$ cat src/rtl/fpr_pkg.sv
package fpr_pkg;

    typedef enum logic [1:0] {
        RM_NEAR = 2'b00,
        RM_ZERO = 2'b01,
        RM_UP   = 2'b10,
        RM_DOWN = 2'b11
    } rmode_e;

endpackage

$ cat src/rtl/fpr_decide.sv
// Chooses whether the kept significand must gain one LSB.
module fpr_decide #(
    parameter int EXT_W = 2
) (
    input  logic             sign,
    input  logic             lsb,
    input  logic [EXT_W-1:0] ext,
    input  fpr_pkg::rmode_e  mode,
    output logic             inc,
    output logic             inexact
);
    import fpr_pkg::*;

    logic half_bit;
    logic sticky_bit;

    assign half_bit = ext[EXT_W-1];

    generate
        if (EXT_W > 1) begin : g_sticky
            assign sticky_bit = |ext[EXT_W-2:0];
        end else begin : g_nosticky
            assign sticky_bit = 1'b0;
        end
    endgenerate

    always_comb begin
        inexact = half_bit | sticky_bit;
        unique case (mode)
            RM_NEAR: inc = half_bit & (sticky_bit | lsb);
            RM_ZERO: inc = 1'b0;
            RM_UP:   inc = inexact & ~sign;
            RM_DOWN: inc = inexact & sign;
            default: inc = 1'b0;
        endcase
    end
endmodule

$ cat src/rtl/fpr_incr.sv
// Adds the rounding increment and renormalizes on carry-out.
module fpr_incr #(
    parameter int SIG_W = 24,
    parameter int EXP_W = 8
) (
    input  logic [SIG_W-1:0] sig_in,
    input  logic [EXP_W-1:0] exp_in,
    input  logic             inc,
    output logic [SIG_W-1:0] sig_out,
    output logic [EXP_W-1:0] exp_out,
    output logic             carry
);
    logic [SIG_W:0] sum;

    always_comb begin
        sum   = {1'b0, sig_in} + {{SIG_W{1'b0}}, inc};
        carry = sum[SIG_W];
        if (carry) begin
            sig_out = sum[SIG_W:1];
            exp_out = exp_in + {{(EXP_W-1){1'b0}}, 1'b1};
        end else begin
            sig_out = sum[SIG_W-1:0];
            exp_out = exp_in;
        end
    end
endmodule

$ cat src/rtl/fpr_pack.sv
// Forms the stored word and replaces out-of-range results with infinity.
module fpr_pack #(
    parameter int SIG_W = 24,
    parameter int EXP_W = 8,
    localparam int FRAC_W = SIG_W - 1,
    localparam int WORD_W = 1 + EXP_W + FRAC_W
) (
    input  logic              sign,
    input  logic [EXP_W-1:0]  exp_r,
    input  logic [SIG_W-1:0]  sig_r,
    input  logic              carry,
    output logic [WORD_W-1:0] word,
    output logic              ovf
);
    localparam logic [EXP_W-1:0] EXP_MAX = {EXP_W{1'b1}};

    always_comb begin
        ovf = carry && (exp_r == EXP_MAX);
        if (ovf) begin
            word = {sign, EXP_MAX, {FRAC_W{1'b0}}};
        end else begin
            word = {sign, exp_r, sig_r[FRAC_W-1:0]};
        end
    end
endmodule

$ cat src/rtl/fp_round_unit.sv
module fp_round_unit #(
    parameter int SIG_W   = 24,
    parameter int EXP_W   = 8,
    parameter int EXT_W   = 2,
    parameter bit REG_OUT = 1'b1,
    localparam int FRAC_W = SIG_W - 1,
    localparam int WORD_W = 1 + EXP_W + FRAC_W
) (
    input  logic              clk,
    input  logic              rst_n,
    input  logic              in_sign,
    input  logic [EXP_W-1:0]  in_exp,
    input  logic [SIG_W-1:0]  in_sig,
    input  logic [EXT_W-1:0]  in_ext,
    input  logic [1:0]        in_mode,
    output logic [WORD_W-1:0] out_word,
    output logic              out_inexact,
    output logic              out_overflow
);
    import fpr_pkg::*;

    typedef struct packed {
        logic [WORD_W-1:0] word;
        logic              inexact;
        logic              ovf;
    } res_t;

    rmode_e            mode_w;
    logic              inc_w;
    logic              inexact_w;
    logic [SIG_W-1:0]  sig_r_w;
    logic [EXP_W-1:0]  exp_r_w;
    logic              carry_w;
    logic [WORD_W-1:0] word_w;
    logic              ovf_w;
    res_t              res_d;
    res_t              res_q;

    assign mode_w = rmode_e'(in_mode);

    fpr_decide #(.EXT_W(EXT_W)) u_decide (
        .sign    (in_sign),
        .lsb     (in_sig[0]),
        .ext     (in_ext),
        .mode    (mode_w),
        .inc     (inc_w),
        .inexact (inexact_w)
    );

    fpr_incr #(.SIG_W(SIG_W), .EXP_W(EXP_W)) u_incr (
        .sig_in  (in_sig),
        .exp_in  (in_exp),
        .inc     (inc_w),
        .sig_out (sig_r_w),
        .exp_out (exp_r_w),
        .carry   (carry_w)
    );

    fpr_pack #(.SIG_W(SIG_W), .EXP_W(EXP_W)) u_pack (
        .sign  (in_sign),
        .exp_r (exp_r_w),
        .sig_r (sig_r_w),
        .carry (carry_w),
        .word  (word_w),
        .ovf   (ovf_w)
    );

    always_comb begin
        res_d         = '0;
        res_d.word    = word_w;
        res_d.inexact = inexact_w;
        res_d.ovf     = ovf_w;
    end

    generate
        if (REG_OUT) begin : g_reg
            always_ff @(posedge clk) begin
                if (!rst_n) res_q <= '0;
                else        res_q <= res_d;
            end
        end else begin : g_comb
            assign res_q = rst_n ? res_d : '0;
        end
    endgenerate

    assign out_word     = res_q.word;
    assign out_inexact  = res_q.inexact;
    assign out_overflow = res_q.ovf;

    // toward-zero never adds an LSB
    assert_trunc_no_inc_R3: assert property (@(posedge clk) disable iff (!rst_n)
        (mode_w == RM_ZERO) |-> !inc_w);

    // toward +inf leaves negative magnitudes alone
    assert_up_neg_trunc_R4: assert property (@(posedge clk) disable iff (!rst_n)
        (mode_w == RM_UP && in_sign) |-> !inc_w);

    // toward -inf leaves positive magnitudes alone
    assert_down_pos_trunc_R5: assert property (@(posedge clk) disable iff (!rst_n)
        (mode_w == RM_DOWN && !in_sign) |-> !inc_w);

    // a tie with an even LSB stays put
    assert_tie_even_R2: assert property (@(posedge clk) disable iff (!rst_n)
        (mode_w == RM_NEAR && in_ext == {1'b1, {(EXT_W-1){1'b0}}} && !in_sig[0]) |-> !inc_w);

    // an increment only happens on an inexact value
    assert_inc_inexact_R7: assert property (@(posedge clk) disable iff (!rst_n)
        inc_w |-> inexact_w);

    // renormalized result has a clean fraction and a raised exponent
    assert_renorm_R8: assert property (@(posedge clk) disable iff (!rst_n)
        carry_w |-> (sig_r_w[FRAC_W-1:0] == '0 && exp_r_w == in_exp + 1'b1));

    // without carry the exponent is untouched
    assert_exp_hold_R8: assert property (@(posedge clk) disable iff (!rst_n)
        !carry_w |-> (exp_r_w == in_exp));

    // overflow produces signed infinity
    assert_ovf_inf_R9: assert property (@(posedge clk) disable iff (!rst_n)
        res_d.ovf |-> (res_d.word[WORD_W-2:0] == {{EXP_W{1'b1}}, {FRAC_W{1'b0}}}
                       && res_d.word[WORD_W-1] == in_sign));

    // registered outputs follow the previous cycle's result
    generate
        if (REG_OUT) begin : g_lat_chk
            assert_latency_R1: assert property (@(posedge clk) disable iff (!rst_n)
                $past(rst_n) |-> (res_q == $past(res_d)));
        end
    endgenerate
endmodule

$ cat config.mk
export PLATFORM = sky130hd
export DESIGN_NAME = fp_round_unit
export DESIGN_NICKNAME = d
export VERILOG_FILES = /design/src/rtl/fpr_pkg.sv /design/src/rtl/fpr_decide.sv /design/src/rtl/fpr_incr.sv /design/src/rtl/fpr_pack.sv /design/src/rtl/fp_round_unit.sv
export SDC_FILE = /design/constraint.sdc
export NUM_CORES = 1
export LEC_CHECK = 0
export BUFFER_PORTS_ARGS = -buffer_cell sky130_fd_sc_hd__buf_2
export CAP_MARGIN = 20
export CORE_MARGIN = 2
export CORE_UTILIZATION = 50
export CTS_CLUSTER_SIZE = 10
export DETAILED_ROUTE_END_ITERATION = 10
export PLACE_DENSITY_LB_ADDON = 0.2
export SYNTH_ARGS = -nofsm -noshare
export SYNTH_HDL_FRONTEND = slang
export SYNTH_SLANG_ARGS = --single-unit
$ cat constraint.sdc
create_clock -name clk -period 9 [get_ports clk]
set_clock_uncertainty 0.2 [all_clocks]
set_input_delay 1.8 -clock clk [delete_from_list [all_inputs] [get_ports clk]]
set_output_delay 1.8 -clock clk [all_outputs]
set_load 0.01 [all_outputs]
; ---- Word level (Yosys, flattened, before mapping)
; Cells that the tools add are included.
[word_totals]
ff_bits = 34
input_bits = 39
out_inout_bits = 34
elab_cells = 24
[op_classes]
n_addsub = 2
eq_ne = 4
mux = 4
n_bitwise = 7
reduce_logical = 3
[op_table]
columns = op, count
row1 = $mux W31, 1
row2 = $add A24 B1 Y25, 1
row3 = $mux W23, 1
row4 = $add A8 B1 Y8 const B, 1
row5 = $eq A8 B8 Y1 const B, 1
row6 = $mux W8, 1
row7 = $eq A2 B2 Y1 const B, 2
row8 = $pmux W1 S4, 1
row9 = $and A1 B1 Y1, 3
row10 = $eq A2 B1 Y1 const B, 1
row11 = $logic_not A2 Y1, 1
row12 = $not A1 Y1, 2
row13 = $or A1 B1 Y1, 2
row14 = $reduce_or A2 Y1, 1
row15 = $logic_and A1 B1 Y1, 1

; ---- Logic depth before layout (Yosys ltp)
[depth]
ltp_word = 8
depth_mapped = 13
ltp_nobuf = 12

; ---- By module
; A second synthesis with hierarchy kept.
[unflattened]
hier_cells = 280
hier_area_um2 = 2486.1
[modules_own_cells]
columns = module, instances, cells_each, area_per_inst_um2, seq_area_each_um2
row1 = fp_round_unit, 1, 71, 950.9, 680.7
row2 = fpr_incr, 1, 135, 943.4, 0.0
row3 = fpr_pack, 1, 68, 550.5, 0.0
row4 = fpr_decide, 1, 6, 41.3, 0.0

; ---- Worst setup path before layout
; Ideal clock, no wire load.
[synth_timing]
path_kind = input to register
startpoint = input in_mode[0]
endpoint = register res_q, in the netlist out_word[10]
setup_time_ns = 0.150
t_arrival_ns = 3.760
required_time_ns = 8.650
slack_ns = 4.891
path_stages = 13
path_buffers = 1
cell_sequence = inv_1 > a21oi_1 > a31oi_1 > o21ai_0 > a21oi_1 > ha_1 > ha_1 > nand3_1 > nor4_4 > nand2_2 > o31ai_4 > buf_6 > a21oi_1
[synth_via]
elab_chain_cells = 7
elab_cells_between_ends = 11
classes_between = 1 x add/sub / 4 x eq/ne / 3 x mux / 3 x reduce/logical
[synth_lines]
columns = element, line
row1 = start: declaration, fp_round_unit.sv:15  ; input logic [1:0] in_mode,
row2 = $eq A2 B2 Y1 (tied with other cells), fpr_decide.sv:29  ; unique case (mode)
row3 = $pmux W1 S4 *, fpr_decide.sv:29
row4 = $add A24 B1 Y25 *, fpr_incr.sv:16  ; sum = {1'b0, sig_in} + {{SIG_W{1'b0}}, inc};
row5 = $mux W8, fpr_incr.sv:18  ; if (carry) begin
row6 = $eq A8 B8 Y1, fpr_pack.sv:18  ; ovf = carry && (exp_r == EXP_MAX);
row7 = $logic_and A1 B1 Y1, fpr_pack.sv:18
row8 = $reduce_or A2 Y1 (no line), n/a
row9 = end signal: assignment, fp_round_unit.sv:79  ; else res_q <= res_d;
row10 = end: declaration, fp_round_unit.sv:37  ; res_t res_q;
; Every way passes the cells marked *; elsewhere a longest branch is shown, timed or not.
; A chain may end at the register's enable or synchronous reset.

; ---- Final worst setup path
[layout_timing]
startpoint = input in_mode[0]
endpoint = register res_q, in the netlist out_word[16]
; Same word-level chain as after synthesis.

==> results_tabular.tex <==
\begin{tabular}{lr}
\hline
Metric & Value \\
\hline
\multicolumn{2}{l}{\textbf{Run status}} \\
\quad Status & finished, final reports clean \\
\multicolumn{2}{l}{\textbf{Yosys}} \\
\quad Mean instance size in the synthesized netlist & approximately 9.1 um\^{}2 \\
\quad Count of flip-flops with a built-in enable after synthesis & 0 \\
\quad Yosys top cell area share & 40.4\% \\
\quad Top cells by area, synth & sky130\_fd\_sc\_hd\_\_dfxtp\_1 40\%, sky130\_fd\_sc\_hd\_\_xnor2\_1 6.2\%, sky130\_fd\_sc\_hd\_\_xor2\_1 5.7\%, sky130\_fd\_sc\_hd\_\_nor2\_1 4.2\%, sky130\_fd\_sc\_hd\_\_nand2\_1 3.8\% \\
\quad Share of synthesized registers carrying an async set or reset & 0\% \\
\quad Netlist cell types & 41 \\
\quad Cells after synthesis & 186 \\
\quad Main combinational cell family by area after synthesis & simple AND/OR/NAND/NOR gates \\
\quad Total of flip-flops plus latches after synthesis & 34 \\
\quad Register area share after synthesis & approximately two fifths \\
\quad Total nets after synthesis & 228 \\
\quad Post-synth top area cell & sky130\_fd\_sc\_hd\_\_dfxtp\_1 \\
\quad Total number of yosys warnings & 0 \\
\quad Synthesized-area fraction occupied by ao, oa, aoi and oai cells & 11.1\% \\
\quad Share of synthesized cell area in and, or, nand and nor gates & about 30\% \\
\quad Share of synthesized cell area in full adder, half adder and majority cells & 2.23\% \\
\quad Mapped Area & around 0.0017 mm\^{}2 \\
\quad Share of cell area taken by muxes after synthesis & 2.37\% \\
\quad Main synth FF type & sky130\_fd\_sc\_hd\_\_dfxtp\_1 \\
\quad Xor and xnor fraction of the mapped netlist area & 11.9\% \\
\multicolumn{2}{l}{\textbf{Global route}} \\
\quad Remaining global-route overflow & 0 \\
\quad Total global routing track utilization & 19.8\% \\
\quad First-pass GRT wire length & around 5600 um \\
\quad Pin count of the biggest net entering global routing & 19 \\
\quad Via count of the first global-routing pass & between 1000 and 1500 \\
\quad Antenna violations before repair & 0 \\
\multicolumn{2}{l}{\textbf{Placed design}} \\
\quad Placer congestion estimate & roughly 0.85 \\
\quad Half-perimeter wire length after placement & 2830 um \\
\quad I/O Buffers & between 70 and 80 \\
\quad Pre-CTS setup slack & 4.42 ns \\
\multicolumn{2}{l}{\textbf{STA}} \\
\quad Post-route clock period utilization & 46.9\% \\
\quad Shortest clock period the worst path allows after layout & 4.22 ns \\
\quad Actual transition at the worst max-transition pin & 0.824 ns \\
\quad Max-slew violation count & 0 \\
\quad Slew Limit Headroom & 44.5\% \\
\quad Maximum clock rate & 237 MHz \\
\quad Least setup slack across all paths after layout & 4.78 ns \\
\quad Count of final setup violators & 0 \\
\quad Final number of hold-violating endpoints & 0 \\
\quad Setup repair after global routing missed its margin & no \\
\quad Total Negative Setup Slacks & 0 ns \\
\multicolumn{2}{l}{\textbf{Layout}} \\
\quad Number of antenna cells inserted & 0 \\
\quad Number of nets in the layout & 303 \\
\quad Fraction of layout instances using a drive strength above 1 & 32.8\% \\
\quad Total of fill cells in the finished design & 294 \\
\quad Synthesis-to-finish area growth & 26.9\% \\
\multicolumn{2}{l}{\textbf{Setup path}} \\
\quad Arr. time, crit path & approximately 4.2 ns \\
\quad Critical Setup Path Class & in -> reg \\
\quad Maximum fanout count along the critical path & 12 \\
\quad Worst path required time & 9.00 ns \\
\quad Sort of element at the end of the critical path & flip-flop \\
\quad Type of origin of the critical path & input pin \\
\quad Timing startpoint of the critical path & in\_mode[0] \\
\multicolumn{2}{l}{\textbf{Floorplan}} \\
\quad Horizontal die dimension & about 62 um \\
\quad Standard cell core area & 0.00328 mm\^{}2 \\
\quad Full die area & 0.00385 mm\^{}2 \\
\quad Top-Level Pins & 73 \\
\quad Number of cell rows & 21 \\
\quad Initial Utilization & 51.4\% \\
\quad DIE HEIGHT & between 60 and 70 um \\
\multicolumn{2}{l}{\textbf{Route}} \\
\quad Total met3 wirelength after detailed routing & 285 um \\
\quad Routed Antenna Nets & 0 \\
\quad DRC violations left & 0 \\
\quad Top routing layer in use & met4 \\
\quad Vias & 1600 \\
\quad Routed len/inst & 11.9 um \\
\quad Total detailed-routing wirelength & 3670 um \\
\quad First-pass iteration count of the detailed router & 4 \\
\quad Via density per instance & 5.19 \\
\quad Met2 WL & 1720 um \\
\quad Violation count after the first detailed-routing iteration & 65 \\
\quad Met1 Wirelength & 1620 um \\
\multicolumn{2}{l}{\textbf{Hold path}} \\
\quad Startpoint of the lowest-slack hold path & in\_ext[0] \\
\quad Worst min path class & in -> reg \\
\quad Hold path depth & 2 \\
\multicolumn{2}{l}{\textbf{Clocking}} \\
\quad CTS tree & yes \\
\quad Clock transition at the registers of the reported paths & 0.09 ns \\
\quad Post-CTS setup-driven buffer insertion count & 0 \\
\quad Number of buffers on the longest clock path & 2 \\
\quad Num CTS Buffers & 5 \\
\quad CTS H-tree lvls & 2 \\
\quad Clock Sink Count & 34 \\
\quad Clock Tree Root & sky130\_fd\_sc\_hd\_\_clkbuf\_4 \\
\quad Count of hold-fix buffers inserted at cts & 0 \\
\quad Cts repair resizes & 0 \\
\multicolumn{2}{l}{\textbf{Power and ir drop}} \\
\quad Largest vdd supply drop & approximately 0.000086 V \\
\quad Pwr Total & between 0.2 and 0.3 mW \\
\quad Reported leakage power & 0.949 nW \\
\quad Pwr/cell area & 139 mW/mm\^{}2 \\
\multicolumn{2}{l}{\textbf{Run}} \\
\quad Max capacitance violation total & 0 \\
\hline
\end{tabular}
-- worst paths after layout --
check                                 end  slack [ns]
setup / recovery  out_word[16]$_SDFF_PP0_        4.78
hold / removal     out_inexact$_SDFF_PN0_        1.49
-- power breakdown --
group          internal [mW]  switching, mW
clock                 0.0378         0.0496
sequential             0.159        0.00178
combinational         0.0220         0.0284
total                  0.219         0.0798
-- layout by cell type (no fill, tap or decap), drive strengths merged --
cell type / count
buf: 72
dfxtp: 34
nor2: 19
nand2: 18
a21oi: 12
xnor2: 12
xor2: 11
nand4: 11
nand3: 10
clkbuf: 7
and2: 6
and4: 4
mux2i: 4
nor4: 4
inv: 3
o21ai: 3
and3: 3
or3: 3
nor3: 3
nand2b: 3
ha: 3
a31oi: 2
o41ai: 2
o31ai: 2
nor2b: 1
nand4bb: 1
nor3b: 1
o22ai: 1
a211oi: 1
o21a: 1
nor4bb: 1
o311ai: 1
o211ai: 1
a21boi: 1
clkinv: 1
-- per-stage QoR --
stage | utilization [%] | hold WS, ns | std cells | area, um^2
after floorplan | - | 1.69 | 186 | 1690
after global placement | 63.4 | 1.83 | 300 | 2080
after detailed placement | 63.4 | 1.83 | 300 | 2080
after CTS | 65.2 | 1.48 | 308 | 2140
after global routing | 65.2 | 1.48 | 308 | 2140
final | 65.2 | 1.49 | 308 | 2140
-- layer usage --
metal / up-vias / GRT usage [%]
met5: - / 0
met4: 0 / 6.38
met3: 4 / 7.87
met2: 58 / 29.9
met1: 725 / 25.8
li1: 813 / -
-- critical path, stage by stage --
cell and delay [ns]:
sky130_fd_sc_hd__buf_2 0.09, sky130_fd_sc_hd__inv_1 0.07, sky130_fd_sc_hd__a21oi_1 0.07, sky130_fd_sc_hd__a31oi_1 0.12, sky130_fd_sc_hd__o21ai_0 0.09, sky130_fd_sc_hd__a21oi_1 0.12
sky130_fd_sc_hd__ha_1 0.20, sky130_fd_sc_hd__ha_1 0.20, sky130_fd_sc_hd__nand3_1 0.13, sky130_fd_sc_hd__nor4_4 0.41, sky130_fd_sc_hd__nand2_2 0.20, sky130_fd_sc_hd__o31ai_4 0.58
sky130_fd_sc_hd__nor3_1 0.13
-- registers in the layout, summed over array words and instances (netlist names) --
name          cells
out_inexact       1
out_overflow      1
out_word         32
-- cells in the mapped netlist (2+ instances only) --
library cell,n
sky130_fd_sc_hd__clkbuf_1,2
sky130_fd_sc_hd__xor2_1,11
sky130_fd_sc_hd__or3_1,3
sky130_fd_sc_hd__and3_1,3
sky130_fd_sc_hd__nor4_4,2
sky130_fd_sc_hd__and4_1,4
sky130_fd_sc_hd__mux2i_1,4
sky130_fd_sc_hd__xnor2_1,12
sky130_fd_sc_hd__nor4_1,2
sky130_fd_sc_hd__nor2_1,19
sky130_fd_sc_hd__nand4_1,10
sky130_fd_sc_hd__o21ai_0,3
sky130_fd_sc_hd__nand2b_1,3
sky130_fd_sc_hd__a31oi_1,2
sky130_fd_sc_hd__inv_1,3
sky130_fd_sc_hd__dfxtp_1,34
sky130_fd_sc_hd__ha_1,3
sky130_fd_sc_hd__nor3_1,3
sky130_fd_sc_hd__and2_1,6
sky130_fd_sc_hd__a21oi_1,12
sky130_fd_sc_hd__nand2_1,17
sky130_fd_sc_hd__nand3_1,9
-- cell type report --
cell class / instances / area (um^2) / share of cell area, %
clock buffers: 7 / 55.1 / 2.57
inverters: 3 / 11.3 / 0.526
clock inverters: 1 / 5.00 / 0.234
well taps: 46 / 57.6 / 2.69
multi-input cells: 145 / 971 / 45.4
repair buffers: 72 / 360 / 16.8
flip-flops and latches: 34 / 681 / 31.8
-- logic make-up (layout without fill, tap and decap cells) --
kind of cell | after synthesis | in the layout
AOI/OAI and AO/OA | 27 | 27
xor gates and xnor gates | 23 | 23
adders and majority gates | 3 | 3
buffers and inverters | 7 | 83
DFF | 34 | 34
muxes | 4 | 4
and+or+nand+nor | 88 | 88
No activity file was read; power rests on OpenSTA's default activity.
